[config.mk]
export PLATFORM = sky130hd
export DESIGN_NAME = fp64_cmp_flags
export DESIGN_NICKNAME = d
export VERILOG_FILES = /design/src/rtl/fp64_cmp_pkg.sv /design/src/rtl/fp64_cmp_classify.sv /design/src/rtl/fp64_cmp_order.sv /design/src/rtl/fp64_cmp_flags.sv
export SDC_FILE = /design/constraint.sdc
export NUM_CORES = 1
export LEC_CHECK = 0
export BUFFER_PORTS_ARGS = -buffer_cell sky130_fd_sc_hd__buf_2
export CORE_MARGIN = 3
export CORE_UTILIZATION = 49
export DETAILED_ROUTE_END_ITERATION = 7
export GPL_TIMING_DRIVEN = 0
export PLACE_DENSITY_LB_ADDON = 0.08
export SLEW_MARGIN = 20
export SYNTH_ARGS = -nofsm -noshare
export SYNTH_HDL_FRONTEND = slang
export SYNTH_SLANG_ARGS = --single-unit
[constraint.sdc]
create_clock -name vclk -period 8.8
set_input_delay 1.76 -clock vclk [all_inputs]
set_output_delay 1.76 -clock vclk [all_outputs]
set_load 0.01 [all_outputs]
[src/rtl/fp64_cmp_pkg.sv]
package fp64_cmp_pkg;
  typedef struct packed {
    logic sign;
    logic nan;
    logic quiet;
    logic mag_zero;
  } opnd_cls_t;

  // {N,Z,C,V}
  localparam logic [3:0] FL_LT = 4'b1000;
  localparam logic [3:0] FL_EQ = 4'b0110;
  localparam logic [3:0] FL_GT = 4'b0010;
  localparam logic [3:0] FL_UN = 4'b0011;
endpackage

[src/rtl/fp64_cmp_classify.sv]
module fp64_cmp_classify
  import fp64_cmp_pkg::*;
#(
  parameter int EXP_W  = 11,
  parameter int FRAC_W = 52
) (
  input  logic [EXP_W+FRAC_W:0] op_i,
  output opnd_cls_t             cls_o
);
  localparam int W = 1 + EXP_W + FRAC_W;

  logic [EXP_W-1:0]  exp_f;
  logic [FRAC_W-1:0] frac_f;

  assign exp_f  = op_i[W-2:FRAC_W];
  assign frac_f = op_i[FRAC_W-1:0];

  assign cls_o.sign     = op_i[W-1];
  assign cls_o.nan      = (&exp_f) && (|frac_f);
  assign cls_o.quiet    = frac_f[FRAC_W-1];
  assign cls_o.mag_zero = ~|op_i[W-2:0];
endmodule

[src/rtl/fp64_cmp_order.sv]
module fp64_cmp_order
  import fp64_cmp_pkg::*;
#(
  parameter int W = 64
) (
  input  logic [W-1:0] a_i,
  input  logic [W-1:0] b_i,
  input  opnd_cls_t    a_cls_i,
  input  opnd_cls_t    b_cls_i,
  output logic [3:0]   flags_o
);
  logic a_below;

  // unsigned order of encodings, flipped when both are negative
  assign a_below = a_cls_i.sign ^ (a_i < b_i);

  always_comb begin
    if (a_cls_i.nan || b_cls_i.nan)                       flags_o = FL_UN;
    else if (a_i == b_i || (a_cls_i.mag_zero && b_cls_i.mag_zero)) flags_o = FL_EQ;
    else if (a_cls_i.sign != b_cls_i.sign)                flags_o = a_cls_i.sign ? FL_LT : FL_GT;
    else                                                  flags_o = a_below ? FL_LT : FL_GT;
  end
endmodule

[src/rtl/fp64_cmp_flags.sv]
module fp64_cmp_flags
  import fp64_cmp_pkg::*;
#(
  parameter int EXP_W  = 11,
  parameter int FRAC_W = 52
) (
  input  logic [EXP_W+FRAC_W:0] a_i,
  input  logic [EXP_W+FRAC_W:0] b_i,
  input  logic                  sig_qnan_i,
  input  logic                  zero_cmp_i,
  output logic [3:0]            flags_o,
  output logic                  invalid_o
);
  localparam int W      = 1 + EXP_W + FRAC_W;
  localparam int N_OPND = 2;

  logic [W-1:0] opnd  [N_OPND];
  opnd_cls_t    cls   [N_OPND];
  logic [N_OPND-1:0] raise;

  assign opnd[0] = a_i;
  assign opnd[1] = zero_cmp_i ? '0 : b_i;

  for (genvar g = 0; g < N_OPND; g++) begin : g_opnd
    fp64_cmp_classify #(.EXP_W(EXP_W), .FRAC_W(FRAC_W)) u_cls (
      .op_i (opnd[g]),
      .cls_o(cls[g])
    );
    assign raise[g] = cls[g].nan && (sig_qnan_i || !cls[g].quiet);
  end

  assign invalid_o = |raise;

  fp64_cmp_order #(.W(W)) u_order (
    .a_i    (opnd[0]),
    .b_i    (opnd[1]),
    .a_cls_i(cls[0]),
    .b_cls_i(cls[1]),
    .flags_o(flags_o)
  );
endmodule

==> metrics.md, run 1 <==
| Metric | Value |
|---|---|
| Minimum clock period | `6.73 ns` |
| Initial antenna violation count | `0` |
| First-pass GRT wire length | `11900 um` |
| Static leakage | `approximately 1.5 nW` |
| Worst Hold Class | `in2out` |
| Max_cap viols | `0` |
| RSZ-0062 raised after global routing | `no` |
| # diodes | `0` |
| Cell count after synthesis | `between 300 and 400` |
| Num rows | `22` |
| 1st-pass router iterations | `5` |
| Post-synthesis sequential area ratio | `0%` |
| Netlist cell types | `36` |
| Antenna-violating nets left | `0` |
| Routed len/inst | `around 15 um` |
| Multi-input gate area | `2000 um2` |
| Post CTS Setup Buffer Count | `0` |
| Period Utilization, post-route | `approximately 77%` |
| DP Area | `2800 um2` |
| Post-synthesis net count | `499` |
| Final count of hold timing violations | `0` |
| Pre-CTS setup slack | `approximately 2.1 ns` |
| Yosys top cell by area | `ha_1` |
| Synth area leaders | `ha_1 39%, nand2_1 15%, nor4_1 9.7%` |
| Fin. max-slew vios | `0` |
| Storage cell area | `0 um2` |
| Nets | `636` |
| Cell area after layout | `roughly 2800 um2` |
| Fraction of layout cells with a size suffix above 1 | `approximately a third` |
| DPL Wire Length | `~6700 um` |
| Routed WL | `7240 um` |
| Max frequency | `around 150 MHz` |
| Synth top area share | `38.9%` |
| Remaining DRCs | `0` |
| Remaining Overflow, GRT | `0` |
| Netlist Area Pre-Place | `just over 2000 um2` |
| Worst vdd ir | `0.0266 mV` |
| Clock buffers | `0` |
| Max FO, Critical Path | `10` |
| GP Congestion | `between 0.9 and 1` |
| Power density over the cells | `about 44 nW/um2` |
| Total global-route track usage | `between 20 and 30%` |
| Slew margin rel. | `about three fifths` |
| CP Launch Type | `input pin` |
| Status | `finished, final reports clean` |
| Via count | `just under 3000` |
| # fillers | `359` |
| Number of placed I/O pins | `approximately 140` |
| Setup TNS | `0 ns` |
| Worst Path Required | `just over 7 ns` |
| Worst Setup End Kind | `primary output` |
| Arrival time worst endpoint | `4.97 ns` |
| Starting DRT DRC Count | `128` |
| Synth warn | `0` |
| P&R area growth vs syn | `35.7%` |
| Cells on Worst Hold Path | `3` |
| Port Buffers | `about 140` |
| Die area | `about 5000 um2` |
| Effective utilization at floorplan | `a little over half` |
| Final worst slack | `between 2 and 2.5 ns` |
| Mean area per synthesized cell | `6.76 um2` |
| CTS Hold Bufs | `0` |
| Largest net degree at the start of global routing | `11` |
| Worst Tran Pin Value | `roughly 0.58 ns` |
| CTS resizes | `0` |
| Sequential cells | `0` |
| Die W | `70.9 um` |
| Vias/cell | `5.93` |
| CORE AREA | `3850 um2` |
| Vias in the first global route | `2765` |
| Final number of setup-violating endpoints | `0` |
| Count leader, synth | `nand2_1` |
| Worst Path Class, Setup | `in2out` |
| Die span in y | `slightly above 70 um` |
| Synth top cells by count | `81 x nand2_1, 64 x ha_1, 32 x nor4_1` |
==> cell type report <==
cell class	count	share of cell area, %
plain buffers	6	0.805
inverters	10	1.34
multi-input cells	289	71.5
well taps	48	2.15
repair buffers	135	24.2
==> metal layers <==
metal / global-route usage (%) / vias up / wire length (um) / part of all wire [%]
met4: 5.64 / 0 / 116 / 1.6
met2: 48.4 / 142 / 3400 / 47
met3: 2.70 / 13 / 671 / 9.3
met5: 0 / - / 0 / 0
met1: 37.0 / 1284 / 3050 / 42
li1: - / 1456 / - / -
==> worst max-delay path, stage by stage <==
cell,delay (ns)
buf_2,0.15
inv_2,0.13
clkbuf_1,0.42
buf_1,0.45
nand2_1,0.12
ha_1,0.32
nand2_1,0.05
or4_4,0.54
a21o_1,0.17
a31oi_1,0.17
o21bai_1,0.10
and2_4,0.17
a211o_1,0.29
buf_2,0.14
==> placed cells by master, fill, tap and decap left out, types with 3 or more instances in the layout <==
master,count
a221oi_1,3
clkbuf_1,5
o21ai_0,10
a21o_1,3
nand4_1,20
o41ai_1,3
nand2_1,81
ha_1,64
nor4_1,32
buf_2,135
a211oi_1,4
nor2b_1,3
inv_1,9
nand3_1,9
a21oi_1,28
nor2_1,5
nand2b_1,3
==> power breakdown <==
part	internal, mW	switching, mW	total (mW)	leakage [nW]
logic	0.0572	0.0659	0.123	1.47
registers	0	0	0	0
clock network	0	0	0	0
total	0.0572	0.0659	0.123	1.47
==> logic make-up (layout without fill, tap and decap cells) <==
kind of cell / count (synthesis) / in the layout / synth area share, %
and+or+nand+nor: 165 / 165 / 40.6
adders and majority gates: 64 / 64 / 38.9
AOI/OAI and AO/OA: 60 / 60 / 17.7
buffers and inverters: 16 / 151 / 2.91
==> final timing paths <==
kind,end,from
setup / recovery,flags_o[1],zero_cmp_i
hold / removal,invalid_o,sig_qnan_i
==> metrics by stage <==
step / hold WS (ns) / power (mW) / utilization, % / cells
after floorplan: 3.66 / 0.0639 / - / 305
after global placement: 3.81 / 0.119 / 72.6 / 488
after detailed placement: 3.81 / 0.122 / 72.6 / 488
after CTS: 3.81 / 0.122 / 72.6 / 488
after global routing: 3.83 / 0.141 / 72.6 / 488
final: 3.81 / 0.123 / 72.6 / 488
(Power assumes the default switching activity.)
==> run 2: changes to the inputs <==
--- a/config.mk
+++ b/config.mk
@@ -7,7 +7,7 @@
 export LEC_CHECK = 0
 export BUFFER_PORTS_ARGS = -buffer_cell sky130_fd_sc_hd__buf_2
 export CORE_MARGIN = 3
-export CORE_UTILIZATION = 49
+export CORE_UTILIZATION = 45
 export DETAILED_ROUTE_END_ITERATION = 7
 export GPL_TIMING_DRIVEN = 0
 export PLACE_DENSITY_LB_ADDON = 0.08
==> constraint.sdc (replaced) <==
create_clock -name vclk -period 6.6
set_input_delay 1.32 -clock vclk [all_inputs]
set_output_delay 1.32 -clock vclk [all_outputs]
set_load 0.01 [all_outputs]
==> run 2 against run 1 <==
Combinational power up 33%. First-iteration DRC count up 19%. Non-clock buffer count unchanged. Critical endpoint is now flags_o[3]. Largest cell class unchanged. Largest power group unchanged.
==> metrics.md, run 2 (synthesis results as in run 1) <==
| Metric | Value |
|---|---|
| Die W | `between 70 and 80 um` |
| Crit path launch | `zero_cmp_i` |
| DR WL met2 | `~3600 um` |
| Power density over the cells | `a little under 60 nW/um2` |
| Final Util | `66.6%` |
| WL met1 | `3040 um` |
| Minimum clock period | `between 5 and 6 ns` |
| Vias in the first global route | `2710` |
| Max_cap viols | `0` |
| Nets | `around 640` |
| Routed len/inst | `between 10 and 15 um` |
| Arrival time worst endpoint | `4.50 ns` |
| Slew margin rel. | `62.6%` |
| Status | `finished, final reports clean` |
| CTS resizes | `0` |
| DPL Wire Length | `between 6000 and 7000 um` |
| Storage cell area | `0 um2` |
| Worst Path Class, Setup | `in2out` |
| Max FO, Critical Path | `10` |
| Total global-route track usage | `around a quarter` |
| Fraction of layout cells with a size suffix above 1 | `32.0%` |
| # fillers | `approximately 420` |
| Sequential cells | `0` |
| Die area | `between 5000 and 6000 um2` |
| Clock buffers | `0` |
| Die span in y | `between 70 and 80 um` |
| Worst Setup End Kind | `primary output` |
| Commonest non-fill, non-tap cells in the layout | `135 x buf_2, 81 x nand2_1, 64 x ha_1` |
| GP Congestion | `between 0.9 and 1` |
| Commonest non-fill, non-tap cell in the layout | `buf_2` |
| CP Launch Type | `input pin` |
| Final number of setup-violating endpoints | `0` |
| Cell area after layout | `2800 um2` |
| Post CTS Setup Buffer Count | `0` |
| Vias/cell | `5.91` |
| Port Buffers | `~140` |
| Met3 routed WL | `between 600 and 700 um` |
| 1st-pass router iterations | `6` |
| Effective utilization at floorplan | `approximately half` |
| Num rows | `23` |
| Starting DRT DRC Count | `152` |
| Antenna-violating nets left | `0` |
| Largest net degree at the start of global routing | `11` |
| Number of placed I/O pins | `135` |
| Max frequency | `172 MHz` |
| Via count | `2898` |
| Initial antenna violation count | `0` |
| Static leakage | `between 1 and 1.5 nW` |
| RSZ-0062 raised after global routing | `no` |
| Routed WL | `7330 um` |
| Top layer in use | `met4` |
| First-pass GRT wire length | `between 10000 and 15000 um` |
| # diodes | `0` |
| CORE AREA | `4200 um2` |
| Final count of hold timing violations | `0` |
| CTS Hold Bufs | `0` |
| Worst Tran Pin Value | `about 0.56 ns` |
| Worst Path Required | `5.28 ns` |
| Worst vdd ir | `~0.025 mV` |
| Fin. max-slew vios | `0` |
| Worst Hold Class | `in2out` |
| Hold Startpoint | `sig_qnan_i` |
| Period Utilization, post-route | `between 80 and 90%` |
| Remaining DRCs | `0` |
| DP Area | `roughly 2800 um2` |
| P&R area growth vs syn | `35.8%` |
| Setup TNS | `0 ns` |
| Remaining Overflow, GRT | `0` |
[run 2: path summary, 6_finish.rpt]
check         end  slack, ns  cells after the start
max    flags_o[3]       0.78                     14
min     invalid_o       2.94                      3
[run 2: layout make-up]
class | count | area [um2] | area share, %
Tap cell | 50 | 62.6 | 2.24
Multi-Input combinational cell | 289 | 2000 | 71.5
Buffer | 6 | 22.5 | 0.805
Inverter | 10 | 37.5 | 1.34
Timing Repair Buffer | 135 | 676 | 24.1
[run 2: report_power, final]
group          leakage [nW]  internal, mW  switching [mW]
combinational          1.47        0.0762          0.0875
clock                     0             0               0
sequential                0             0               0
[run 2: critical path: stages]
cell and delay, ns:
buf_2 0.15, inv_2 0.13, clkbuf_1 0.40, buf_1 0.45
nand2_1 0.11, ha_1 0.31, nand2_1 0.07, or4_4 0.52
a21o_1 0.17, a31oi_1 0.17, o21bai_1 0.10, and2_4 0.17
a211oi_1 0.26, buf_2 0.19
[run 2: metrics by stage]
step | setup slack, ns | hold WS (ns) | instances | total power [mW]
6_report | 0.775 | 2.94 | 490 | 0.164
5_1_grt | 0.442 | 2.95 | 490 | 0.188
4_1_cts | 0.813 | 2.93 | 490 | 0.163
3_5_place_dp | 0.829 | 2.93 | 490 | 0.162
3_3_place_gp | 0.821 | 2.93 | 490 | 0.157
2_1_floorplan | 1.47 | 2.78 | 305 | 0.0852
[run 2: routing by layer]
| metal | vias to the layer above | track usage, % |
|---|---|---|
| met5 | - | 0 |
| met4 | 0 | 2.41 |
| met3 | 6 | 1.78 |
| met2 | 128 | 47.7 |
| met1 | 1300 | 35.1 |
| li1 | 1464 | - |
